### src/rtl/res_pkg.sv
package res_pkg;
  localparam int WORD_W    = 17;
  localparam int ADDR_W    = 16;
  localparam int OFF_W     = 10;
  localparam int PAGE_W    = ADDR_W - OFF_W;
  localparam int BIT_ZPAGE = 10;
  localparam int BIT_INDIR = 11;
  localparam int BIT_CHAIN = WORD_W - 1;

  typedef enum logic [1:0] {
    ST_IDLE  = 2'd0,
    ST_ISSUE = 2'd1,
    ST_WAIT  = 2'd2
  } walk_state_e;
endpackage

### src/rtl/res_rst_sync.sv
module res_rst_sync (
  input  logic clk,
  input  logic rst_n_in,
  output logic rst_n_out
);
  logic [1:0] sync_q;

  always_ff @(posedge clk or negedge rst_n_in) begin
    if (!rst_n_in) sync_q <= 2'b00;
    else           sync_q <= {sync_q[0], 1'b1};
  end

  assign rst_n_out = sync_q[1];
endmodule

### src/rtl/res_direct_addr.sv
module res_direct_addr import res_pkg::*; (
  input  logic [WORD_W-1:0] instr_word,
  input  logic [ADDR_W-1:0] instr_addr,
  output logic [ADDR_W-1:0] dir_addr,
  output logic              indirect
);
  logic [PAGE_W-1:0] page_sel;

  always_comb begin
    page_sel = instr_word[BIT_ZPAGE] ? '0 : instr_addr[ADDR_W-1:OFF_W];
    dir_addr = {page_sel, instr_word[OFF_W-1:0]};
    indirect = instr_word[BIT_INDIR];
  end
endmodule

### src/rtl/res_chain_fsm.sv
module res_chain_fsm import res_pkg::*; #(
  parameter int MAX_DEPTH = 64,
  parameter int LVL_W     = $clog2(MAX_DEPTH + 1)
) (
  input  logic              clk,
  input  logic              rst_n,
  input  logic              start,
  input  logic              indirect,
  input  logic [ADDR_W-1:0] dir_addr,
  input  logic [WORD_W-1:0] rd_data,
  output logic              rd_req,
  output logic [ADDR_W-1:0] rd_addr,
  output logic              busy,
  output logic              fin_valid,
  output logic              fin_err,
  output logic [ADDR_W-1:0] fin_addr,
  output logic [LVL_W-1:0]  fin_levels
);
  localparam logic [LVL_W-1:0] LVL_LIMIT = LVL_W'(MAX_DEPTH);

  walk_state_e       state_q, state_d;
  logic [ADDR_W-1:0] ptr_q, ptr_d;
  logic [LVL_W-1:0]  lvl_q, lvl_d;
  logic [LVL_W-1:0]  lvl_inc;
  logic              chain_more;
  logic              at_limit;

  always_comb begin
    lvl_inc    = lvl_q + LVL_W'(1);
    chain_more = rd_data[BIT_CHAIN];
    at_limit   = (lvl_inc == LVL_LIMIT);
    state_d    = state_q;
    ptr_d      = ptr_q;
    lvl_d      = lvl_q;
    fin_valid  = 1'b0;
    fin_err    = 1'b0;
    fin_addr   = dir_addr;
    fin_levels = '0;
    unique case (state_q)
      ST_IDLE: begin
        if (start) begin
          if (indirect) begin
            state_d = ST_ISSUE;
            ptr_d   = dir_addr;
            lvl_d   = '0;
          end else begin
            fin_valid = 1'b1;
          end
        end
      end
      ST_ISSUE: begin
        state_d = ST_WAIT;
      end
      ST_WAIT: begin
        fin_addr   = rd_data[ADDR_W-1:0];
        fin_levels = lvl_inc;
        if (!chain_more || at_limit) begin
          state_d   = ST_IDLE;
          fin_valid = 1'b1;
          fin_err   = chain_more;
        end else begin
          state_d = ST_ISSUE;
          ptr_d   = rd_data[ADDR_W-1:0];
          lvl_d   = lvl_inc;
        end
      end
      default: state_d = ST_IDLE;
    endcase
  end

  always_ff @(posedge clk or negedge rst_n) begin
    if (!rst_n) begin
      state_q <= ST_IDLE;
      ptr_q   <= '0;
      lvl_q   <= '0;
    end else begin
      state_q <= state_d;
      ptr_q   <= ptr_d;
      lvl_q   <= lvl_d;
    end
  end

  assign rd_req  = (state_q == ST_ISSUE);
  assign rd_addr = ptr_q;
  assign busy    = (state_q != ST_IDLE);
endmodule

### src/rtl/oper_addr_resolver.sv
module oper_addr_resolver import res_pkg::*; #(
  parameter  int MAX_DEPTH = 64,
  localparam int LVL_W     = $clog2(MAX_DEPTH + 1)
) (
  input  logic              clk,
  input  logic              rst_n,
  input  logic              start,
  input  logic [WORD_W-1:0] instr_word,
  input  logic [ADDR_W-1:0] instr_addr,
  output logic              rd_req,
  output logic [ADDR_W-1:0] rd_addr,
  input  logic [WORD_W-1:0] rd_data,
  output logic              done,
  output logic              err,
  output logic [ADDR_W-1:0] res_addr,
  output logic [LVL_W-1:0]  levels
);
  logic              rst_sync_n;
  logic [ADDR_W-1:0] dir_addr;
  logic              indirect;
  logic              busy;
  logic              fin_valid;
  logic              fin_err;
  logic [ADDR_W-1:0] fin_addr;
  logic [LVL_W-1:0]  fin_levels;

  logic              done_q, done_d;
  logic              err_q, err_d;
  logic [ADDR_W-1:0] res_q, res_d;
  logic [LVL_W-1:0]  lvl_q, lvl_d;

  res_rst_sync u_rst (
    .clk       (clk),
    .rst_n_in  (rst_n),
    .rst_n_out (rst_sync_n)
  );

  res_direct_addr u_dir (
    .instr_word (instr_word),
    .instr_addr (instr_addr),
    .dir_addr   (dir_addr),
    .indirect   (indirect)
  );

  res_chain_fsm #(.MAX_DEPTH(MAX_DEPTH), .LVL_W(LVL_W)) u_walk (
    .clk        (clk),
    .rst_n      (rst_sync_n),
    .start      (start),
    .indirect   (indirect),
    .dir_addr   (dir_addr),
    .rd_data    (rd_data),
    .rd_req     (rd_req),
    .rd_addr    (rd_addr),
    .busy       (busy),
    .fin_valid  (fin_valid),
    .fin_err    (fin_err),
    .fin_addr   (fin_addr),
    .fin_levels (fin_levels)
  );

  always_comb begin
    done_d = fin_valid;
    err_d  = err_q;
    res_d  = res_q;
    lvl_d  = lvl_q;
    if (fin_valid) begin
      err_d = fin_err;
      res_d = fin_addr;
      lvl_d = fin_levels;
    end
  end

  always_ff @(posedge clk or negedge rst_sync_n) begin
    if (!rst_sync_n) begin
      done_q <= 1'b0;
      err_q  <= 1'b0;
      res_q  <= '0;
      lvl_q  <= '0;
    end else begin
      done_q <= done_d;
      err_q  <= err_d;
      res_q  <= res_d;
      lvl_q  <= lvl_d;
    end
  end

  assign done     = done_q;
  assign err      = err_q;
  assign res_addr = res_q;
  assign levels   = lvl_q;
endmodule

### config.mk
export PLATFORM = sky130hd
export DESIGN_NAME = oper_addr_resolver
export DESIGN_NICKNAME = d
export VERILOG_FILES = /design/src/rtl/res_pkg.sv /design/src/rtl/res_rst_sync.sv /design/src/rtl/res_direct_addr.sv /design/src/rtl/res_chain_fsm.sv /design/src/rtl/oper_addr_resolver.sv
export SDC_FILE = /design/constraint.sdc
export NUM_CORES = 1
export LEC_CHECK = 0
export BUFFER_PORTS_ARGS = -buffer_cell sky130_fd_sc_hd__buf_2
export CAP_MARGIN = 20
export CORE_UTILIZATION = 45
export DETAILED_ROUTE_END_ITERATION = 10
export GPL_ROUTABILITY_DRIVEN = 0
export PLACE_DENSITY = 0.75
export SYNTH_ARGS = -nofsm -noshare
export SYNTH_HDL_FRONTEND = slang
export SYNTH_HIERARCHICAL = 1
export SYNTH_SLANG_ARGS = --single-unit
### constraint.sdc
create_clock -name clk -period 2.6 [get_ports clk]
set_input_delay 0.26 -clock clk [delete_from_list [all_inputs] [get_ports clk]]
set_output_delay 0.26 -clock clk [all_outputs]
set_load 0.01 [all_outputs]
==> results of run 1 <==
[layout by cell type, fill, tap and decap left out, types with 2 or more instances in the layout]
cell type,n
xor2_1,2
dfrtp_1,51
xnor2_1,2
mux2_4,38
clkbuf_8,7
buf_2,79
nor2b_1,8
nand2_1,54
buf_4,4
nor2_1,8
o21ai_0,2
nand3_1,5
mux2_2,6
a21oi_1,2
[repair_timing]
action / CTS / global route
setup endpoints to repair: 0 / 0
hold endpoints to repair: 2 / 0
setup buffers: 0 / 0
hold buffers: 1 / 0
[layer usage]
| metal | GRT usage [%] | wire length (um) | vias up |
|---|---|---|---|
| met5 | 0 | 0 | - |
| met3 | 3.37 | 227 | 5 |
| met4 | 5.56 | 51 | 0 |
| met1 | 22.6 | 2350 | 868 |
| li1 | - | - | 851 |
| met2 | 28.0 | 2440 | 58 |
[area by class of cell]
type,count,area share [%]
Timing Repair Buffer,85,14.5
Inverter,1,0.119
Multi-Input combinational cell,145,37.1
Clock buffer,7,3.06
Sequential cell,52,41.4
Clock inverter,1,0.955
Tap cell,72,2.87
[worst max-delay path, delay by kind of cell, from the launching register on]
family                     cells  cell delay (ns)
adders and majority gates      1             0.25
DFF                            1             0.44
AOI/OAI and AO/OA              1             0.13
buffers and inverters          1             0.19
muxes                          1             0.34
and+or+nand+nor                4             1.00
[where the power goes]
part / leakage, nW / total (mW) / switching [mW] / internal (mW)
logic: 0.917 / 1.07 / 0.471 / 0.599
registers: 0.659 / 1.25 / 0.169 / 1.08
clock network: 0.0645 / 0.601 / 0.261 / 0.340
total: 1.64 / 2.92 / 0.901 / 2.02
[flip-flops by register name, indices dropped and copies added, names as in the netlist]
name            cells
res_addr           16
levels              7
u_walk/state_q      2
done                1
err                 1
u_walk/lvl_q        7
u_rst/sync_q        2
u_walk/rd_addr     16
[how the worst max path moves through the flow]
stage	to	slack (ns)
after floorplan	levels[0]$_DFFE_PN0P_	0.29
after global placement	err$_DFFE_PN0P_	0.20
after detailed placement	levels[6]$_DFFE_PN0P_	0.15
after CTS	err$_DFFE_PN0P_	0.14
after global routing	levels[6]$_DFFE_PN0P_	0.05
final	err$_DFFE_PN0P_	0.15
==> key figures, run 1 <==
Timing
  – Post-Route Setup TNS: 0 ns
  – Skew final: 0.00816 ns
  – Final worst slack: 0.146 ns
  – Final clock period utilization by the worst path: 94.4%
  – Final hold viol count: 0
  – Fin. max-slew vios: 0
  – WHS: 0.262 ns
  – Setup violators final: 0
  – Worst-Margin Slew: 0.952 ns
  – Slew HR: 36.6%
  – F_max: 0.408 GHz
  – Tmin final: 2.45 ns
  – RSZ-0062 raised after global routing: false

Cells and area
  – Fillcell total: approximately 490
  – Layout net count: roughly 340
  – Fraction of layout instances using a drive strength above 1: 49.5%
  – Final std cells w/o fill: 363
  – Diode count: 0
  – Footprint of the multi-input gates: between 1000 and 1500 sq um
  – Final Util: 56.4%
  – Register area: 1300 sq um
  – Final instance area: roughly 3100 sq um
  – Synth-to-layout area growth: 19.4%

Power
  – Final Total Pwr: 2.92 mW
  – Max VDD drop: around 0.44 mV
  – Leak: 1.64 nW
  – Power Density: 928 nW/um^2

Placement
  – Placed insts: 354
  – Hpwl dp: 3470 um
  – Place WS: 0.152 ns
  – Port buffer count: slightly below 80
  – DP Area: 3010 sq um

Floorplanning
  – Initial core utilization: 47.2%
  – Die Height: 78.5 um
  – Core Area: 5570 sq um
  – Die width: roughly 80 um
  – Full die area: between 6000 and 7000 sq um
  – FP Rows: 27
  – IO Pins: 95

CTS
  – TritonCTS buffer count: 5
  – CTS resizes: 0
  – CTS Sinks: 52
  – Clk pin slew, worst setup/hold paths: 0.09 ns
  – Skew-Pair Late Insertion Delay: around 0.30 ns
  – Clock Path Buffers: 2
  – CTS tree: done
  – Clk root buf: clkbuf_8
  – Htree depth: 2

Critical path
  – Critical-path maximum fanout: 15
  – Worst Setup Start Kind: flop
  – Cell chain of the critical path: ha_1 > and4_1 > or4b_4 > nand3_1 > a22oi_1 > nor2_4 > buf_12 > mux2_2
  – Worst R2R End: err$_DFFE_PN0P_
  – Cells on worst reg2reg path: 8
  – FF-to-FF setup slack: between 0.1 and 0.15 ns
  – CP arrival: 2.65 ns
  – Worst EP required: ~2.8 ns
  – Worst setup path startpoint: u_walk/lvl_q[0]$_DFFE_PN0P_
  – Reg2reg start: u_walk/lvl_q[0]$_DFFE_PN0P_
  – CP max stage cell: or4b_4
  – Setup CP Type: reg -> reg
  – CP max stage delay: 0.50 ns
  – Worst setup EP type: flop

Global routing
  – Largest net degree at the start of global routing: 51
  – Initial antenna violation count: 0
  – All-Layer GR Usage: 17.1%
  – Gr ovfl total: 0
  – First-pass GRT wire length: 7980 um
  – Vias in the first global route: 1665

Logic synthesis
  – Yosys warns: 6
  – Post-synth net total: 272
  – Gate Count Post-Synth: 218
  – Syn Area/Cell: approximately 12 sq um
  – Synthesized cell area: 2630 sq um

Routing
  – Initial DRC count: 72
  – Via density: 4.91
  – Final Routed Wirelength: about 5100 um
  – Post-route DRC violation count: 0
  – Vias: approximately 1800
  – Pre-antenna DRT Iters: 5
  – Routed Antenna Nets: 0
  – WL/cell: 14.0 um

Status
  – Status: finished clean

Flow run
  – Max_cap viols: 0

Worst hold path
  – Worst hold path type: in -> async
(Power assumes the default switching activity.)
==> inputs of run 2 (changes only) <==
- CAP_MARGIN: 20 -> not set
- CORE_ASPECT_RATIO: not set -> 1.25
==> run 2 against run 1 <==
  * Non-clock buffer count grew 1
  * Die area about the same
  * First-iteration DRC count is 36% higher
  * Total power decreased by 4.9%
  * Core utilization is essentially flat
  * Sequential share of layout area up 0.42 points
  * Register-to-register slack about the same
  * Clock skew shrank 0.00051 ns
  * Clock power fell by 26%
==> key figures, run 2 (same netlist as run 1, synthesis figures left out) <==
Timing
  – F_max: 0.407 GHz (-0.11%)
  – Slew HR: 33.5% (-3.0 points)
  – Final hold viol count: 0 (unchanged)
  – Post-Route Setup TNS: 0 ns (unchanged)
  – Tmin final: 2.46 ns (+0.00272 ns)
  – Setup violators final: 0 (unchanged)
  – Fin. max-slew vios: 0 (unchanged)
  – RSZ-0062 raised after global routing: false
  – Final clock period utilization by the worst path: 94.5% (+0.10 points)
  – Worst-Margin Slew: 0.997 ns (+0.0457 ns)
  – Skew final: 0.00765 ns (-0.000506 ns)
  – WHS: 0.247 ns (-0.0153 ns)

CTS
  – TritonCTS buffer count: 5 (unchanged)
  – Clock Path Buffers: 2 (unchanged)
  – Clk root buf: clkbuf_8
  – Htree depth: 2 (unchanged)
  – CTS tree: done
  – CTS Sinks: 52 (unchanged)
  – Skew-Pair Late Insertion Delay: 0.30 ns (about the same)
  – Clk pin slew, worst setup/hold paths: 0.09 ns (about the same)
  – CTS resizes: 0 (unchanged)

Floorplanning
  – Die Height: 87.5 um (+12%)
  – FP Rows: 30 (+11%)
  – Full die area: 6160 sq um (about the same)
  – Die width: 70.4 um (-10%)
  – IO Pins: 95 (unchanged)
  – Initial core utilization: 47.7% (+0.48 points)
  – Core Area: 5520 sq um (-1.0%)

Placement
  – DP Area: 3020 sq um (+0.33%)
  – Hpwl dp: 3720 um (+7.1%)
  – Port buffer count: 79 (unchanged)

Power
  – Clock power share: 15.9% (-4.7 points)
  – Switching Share: 32.3% (+1.4 points)
  – Internal Power: 1.88 mW (-6.8%)
  – Max VDD drop: 0.510 mV (+16%)
  – Leak: 1.63 nW (-0.89%)
  – Power Density: 892 nW/um^2 (-3.9%)
  – Combinational share of power: 39.3% (+2.7 points)
  – Sw Pwr: 0.896 mW (-0.60%)
  – Final Total Pwr: 2.78 mW (-4.9%)
  – Sequential power share: 44.8% (+2.0 points)

Routing
  – Routed Antenna Nets: 0 (unchanged)
  – WL/cell: 14.6 um (+4.5%)
  – Post-route DRC violation count: 0 (unchanged)
  – Via density: 4.92 (+0.25%)
  – Final Routed Wirelength: 5190 um (+2.5%)
  – Vias: 1752 (-1.7%)
  – Pre-antenna DRT Iters: 4 (-1)
  – Initial DRC count: 98 (+36%)

Worst hold path
  – Worst hold path type: reg -> async

Flow run
  – Max_cap viols: 0 (unchanged)

Cells and area
  – Most common cell after layout, fill and taps aside: buf_2
  – Synth-to-layout area growth: 18.3%
  – Layout net count: 345 (+0.29%)
  – Fraction of layout instances using a drive strength above 1: 49.3% (-0.17 points)
  – Highest-count cells in the layout ignoring fill and taps: 79 x buf_2, 54 x nand2_1, 51 x dfrtp_1
  – Final instance area: 3110 sq um (-0.99%)
  – Diode count: 0 (unchanged)
  – Fillcell total: 487 (+0.21%)

Global routing
  – Vias in the first global route: 1681 (+0.96%)
  – Gr ovfl total: 0 (unchanged)
  – Largest net degree at the start of global routing: 28 (-45%)
  – All-Layer GR Usage: 17.4% (+0.39 points)
  – Initial antenna violation count: 0 (unchanged)
  – First-pass GRT wire length: 8300 um (+4.1%)

Critical path
  – Worst Setup Start Kind: flop
  – Reg2reg start: u_walk/lvl_q[1]$_DFFE_PN0P_
  – CP arrival: 2.65 ns (about the same)
  – Setup CP Type: reg -> reg
  – Worst setup EP type: flop
  – Cells on worst reg2reg path: 8 (unchanged)
  – FF-to-FF setup slack: 0.14 ns (about the same)
  – Worst EP required: 2.79 ns (about the same)
  – Critical-path maximum fanout: 13 (-2)
  – Worst R2R End: levels[6]$_DFFE_PN0P_

Status
  – Status: finished clean
[run 2: cell types whose count changed in the layout (fill, tap and decap cells not counted)]
cell,change
clkinv_2,+1
clkbuf_8,-2
bufinv_16,-1
clkbuf_1,+1
clkinvlp_4,+1
buf_12,+1
[run 2: power groups by stage]
stage          clock (mW)  sequential, mW  combinational, mW
3_5_place_dp            0            1.26               1.10
2_1_floorplan           0            1.37              0.599
5_1_grt             0.501            1.28               1.17
4_1_cts             0.464            1.25               1.11
3_3_place_gp            0            1.25               1.08
6_report            0.442            1.24               1.09
[run 2: worst max-delay path, cell delays in order, from the launching register on]
cell and delay [ns]:
dfrtp_1 0.42, ha_1 0.24, and4_1 0.22, or4b_4 0.50, nand3_1 0.13, a22oi_1 0.13, nor2_4 0.18, buf_12 0.18
mux2_2 0.34
[run 2: worst max path at each step]
stage | startpoint | end | slack, ns | cells past startpoint
CTS | u_walk/lvl_q[1]$_DFFE_PN0P_ | levels[6]$_DFFE_PN0P_ | 0.13 | 8
finish | u_walk/lvl_q[1]$_DFFE_PN0P_ | levels[6]$_DFFE_PN0P_ | 0.14 | 8
floorplan | u_walk/lvl_q[0]$_DFFE_PN0P_ | levels[0]$_DFFE_PN0P_ | 0.29 | 9
global route | u_walk/lvl_q[1]$_DFFE_PN0P_ | levels[6]$_DFFE_PN0P_ | 0.02 | 8
detailed placement | u_walk/lvl_q[1]$_DFFE_PN0P_ | levels[6]$_DFFE_PN0P_ | 0.15 | 8
global placement | u_walk/lvl_q[1]$_DFFE_PN0P_ | err$_DFFE_PN0P_ | 0.21 | 8
[run 2: timing repair]
action                     in CTS  in global routing
hold endpoints to repair        2                  0
setup endpoints to repair       0                  0
hold buffers                    1                  0
setup buffers                   0                  0
[run 2: final cells by class]
cell class / instances / area [sq um] / share of cell area (%)
clock buffers: 6 / 72.6 / 2.33
clock inverters: 2 / 12.5 / 0.402
inverters: 1 / 3.75 / 0.121
multi-input cells: 145 / 1170 / 37.5
flip-flops and latches: 52 / 1300 / 41.8
well taps: 64 / 80.1 / 2.57
repair buffers: 86 / 475 / 15.3
[run 2: routing by layer]
| layer | up-vias | track usage (%) | part of all wire, % |
|---|---|---|---|
| li1 | 855 | - | - |
| met1 | 843 | 23.1 | 45 |
| met2 | 47 | 28.3 | 50 |
| met3 | 7 | 3.94 | 4.2 |
| met4 | 0 | 6.18 | 1.0 |
| met5 | - | 0 | 0 |
[run 2: stage by stage]
step	utilization, %	setup WS (ns)	cells
floorplan	-	0.288	218
global placement	54.7	0.214	347
detailed placement	54.7	0.146	347
CTS	56.4	0.127	356
global route	56.4	0.0179	356
finish	56.4	0.144	356
==> inputs of run 3 (changes only) <==
- CTS_BUF_LIST: not set -> sky130_fd_sc_hd__clkbuf_4 sky130_fd_sc_hd__clkbuf_8
==> run 3 against run 2 <==
  * Flip-flop and latch count did not move
  * Count of clock-buffer cells in the layout did not move
  * Critical path depth unchanged
  * Clock power rose by 2%
  * Global-route usage unchanged
  * Core utilization grew 0.068 points
  * Setup slack about the same
  * Wire length is essentially flat
  * Critical path type unchanged
==> key figures, run 3 (same netlist as run 1, synthesis figures left out) <==
Global routing
  – Initial antenna violation count: 0 (unchanged)
  – All-Layer GR Usage: 17.4% (unchanged)
  – First-pass GRT wire length: 8300 um (unchanged)
  – Gr ovfl total: 0 (unchanged)
  – Largest net degree at the start of global routing: 28 (unchanged)
  – Vias in the first global route: 1681 (unchanged)

Critical path
  – CP max stage delay: 0.50 ns (about the same)
  – CP arrival: 2.65 ns (about the same)
  – Reg2reg start: u_walk/lvl_q[1]$_DFFE_PN0P_
  – CP max stage cell: or4b_4
  – Critical-path maximum fanout: 13 (unchanged)
  – Worst Setup Start Kind: flop
  – Cell chain of the critical path: ha_1 > and4_1 > or4b_4 > nand3_1 > a22oi_1 > nor2_4 > buf_12 > mux2_2
  – Worst setup EP type: flop
  – Worst R2R End: levels[6]$_DFFE_PN0P_
  – Worst EP required: 2.79 ns (about the same)
  – Cells on worst reg2reg path: 8 (unchanged)
  – FF-to-FF setup slack: 0.14 ns (about the same)
  – Setup CP Type: reg -> reg

Power
  – Leak: 1.63 nW (+0.21%)
  – Max VDD drop: 0.510 mV (about the same)
  – Power Density: 894 nW/um^2 (+0.25%)

Timing
  – Skew final: 0.00765 ns (+0.0000000200 ns)
  – Final worst slack: 0.144 ns (+0.0000740 ns)
  – Fin. max-slew vios: 0 (unchanged)
  – Slew HR: 33.5% (about the same)
  – Final clock period utilization by the worst path: 94.5% (about the same)
  – WHS: 0.247 ns (-0.00000100 ns)
  – RSZ-0062 raised after global routing: false
  – Final hold viol count: 0 (unchanged)
  – Tmin final: 2.46 ns (-0.0000740 ns)
  – Worst-Margin Slew: 0.997 ns (+0.0000318 ns)
  – Post-Route Setup TNS: 0 ns (unchanged)
  – F_max: 0.407 GHz (about the same)
  – Setup violators final: 0 (unchanged)

Cells and area
  – Synth-to-layout area growth: 18.4%
  – Fillcell total: 487 (unchanged)
  – Most common cell after layout, fill and taps aside: buf_2
  – Fraction of layout instances using a drive strength above 1: 49.7% (+0.34 points)
  – Layout net count: 345 (unchanged)
  – Highest-count cells in the layout ignoring fill and taps: 79 x buf_2, 54 x nand2_1, 51 x dfrtp_1
  – Diode count: 0 (unchanged)

Routing
  – Vias: 1752 (unchanged)
  – Routed Antenna Nets: 0 (unchanged)
  – Initial DRC count: 98 (unchanged)
  – Post-route DRC violation count: 0 (unchanged)
  – Via density: 4.92 (unchanged)
  – Final Routed Wirelength: 5190 um (about the same)
  – WL/cell: 14.6 um (about the same)
  – Pre-antenna DRT Iters: 4 (unchanged)

CTS
  – Htree depth: 2 (unchanged)
  – TritonCTS buffer count: 5 (unchanged)
  – Post-CTS Setup Bufs: 0 (unchanged)
  – Skew-Pair Late Insertion Delay: 0.30 ns (about the same)
  – CTS Sinks: 52 (unchanged)
  – Clk root buf: clkbuf_8
  – CTS tree: done
  – Clock Path Buffers: 2 (unchanged)
  – Clk pin slew, worst setup/hold paths: 0.09 ns (about the same)

Placement
  – Port buffer count: 79 (unchanged)
  – Place WS: 0.146 ns (unchanged)
  – Hpwl dp: 3720 um (unchanged)

Floorplanning
  – FP Rows: 30 (unchanged)
  – IO Pins: 95 (unchanged)
  – Die Height: 87.5 um (unchanged)
  – Initial core utilization: 47.7% (unchanged)
  – Core Area: 5520 sq um (unchanged)
  – Full die area: 6160 sq um (unchanged)
  – Die width: 70.4 um (unchanged)

Flow run
  – Max_cap viols: 0 (unchanged)

Status
  – Status: finished clean

Worst hold path
  – Worst hold path type: reg -> async
==> run 3: how the worst max path moves through the flow <==
stage	endpoint	from
after detailed placement	levels[6]$_DFFE_PN0P_	u_walk/lvl_q[1]$_DFFE_PN0P_
after global placement	err$_DFFE_PN0P_	u_walk/lvl_q[1]$_DFFE_PN0P_
final	levels[6]$_DFFE_PN0P_	u_walk/lvl_q[1]$_DFFE_PN0P_
after global routing	levels[6]$_DFFE_PN0P_	u_walk/lvl_q[1]$_DFFE_PN0P_
after floorplan	levels[0]$_DFFE_PN0P_	u_walk/lvl_q[0]$_DFFE_PN0P_
after CTS	levels[6]$_DFFE_PN0P_	u_walk/lvl_q[1]$_DFFE_PN0P_
==> run 3: worst max-delay path: cells and delay by family, from the launching register on <==
family          cells  cell delay (ns)
fa+ha+maj           1             0.24
flops               1             0.42
simple gates        4             1.03
mux                 1             0.34
compound gates      1             0.13
buf+inv             1             0.18
==> run 3: metal layers <==
metal | up-vias | part of all wire, % | global-route usage [%]
li1 | 855 | - | -
met1 | 843 | 45 | 23.1
met2 | 47 | 50 | 28.3
met3 | 7 | 4.2 | 3.94
met4 | 0 | 1.0 | 6.18
met5 | - | 0 | 0
==> run 3: stage by stage <==
stage / util, % / cell area, sq um / std cells / total power, mW
after CTS: 56.5 / 3120 / 356 / 2.83
after global placement: 54.7 / 3020 / 347 / 2.32
after detailed placement: 54.7 / 3020 / 347 / 2.36
final: 56.5 / 3120 / 356 / 2.79
after global routing: 56.5 / 3120 / 356 / 2.97
after floorplan: - / 2630 / 218 / 1.97
==> run 3: layout make-up <==
class | count | area [sq um] | share of cell area [%]
Clock buffer | 6 | 76.3 | 2.45
Multi-Input combinational cell | 145 | 1170 | 37.4
Inverter | 1 | 3.75 | 0.120
Sequential cell | 52 | 1300 | 41.8
Tap cell | 64 | 80.1 | 2.57
Clock inverter | 2 | 12.5 | 0.401
Timing Repair Buffer | 86 | 475 | 15.3
==> run 3: power breakdown <==
part | total [mW] | switching, mW | internal [mW] | leakage, nW
registers | 1.24 | 0.165 | 1.08 | 0.659
clock network | 0.453 | 0.254 | 0.199 | 0.0446
logic | 1.09 | 0.477 | 0.614 | 0.926
total | 2.79 | 0.896 | 1.89 | 1.63
==> run 3: timing repair <==
action / CTS / global route
gates resized for setup: 0 / 0
hold buffers: 1 / 0
hold endpoints to repair: 2 / 0
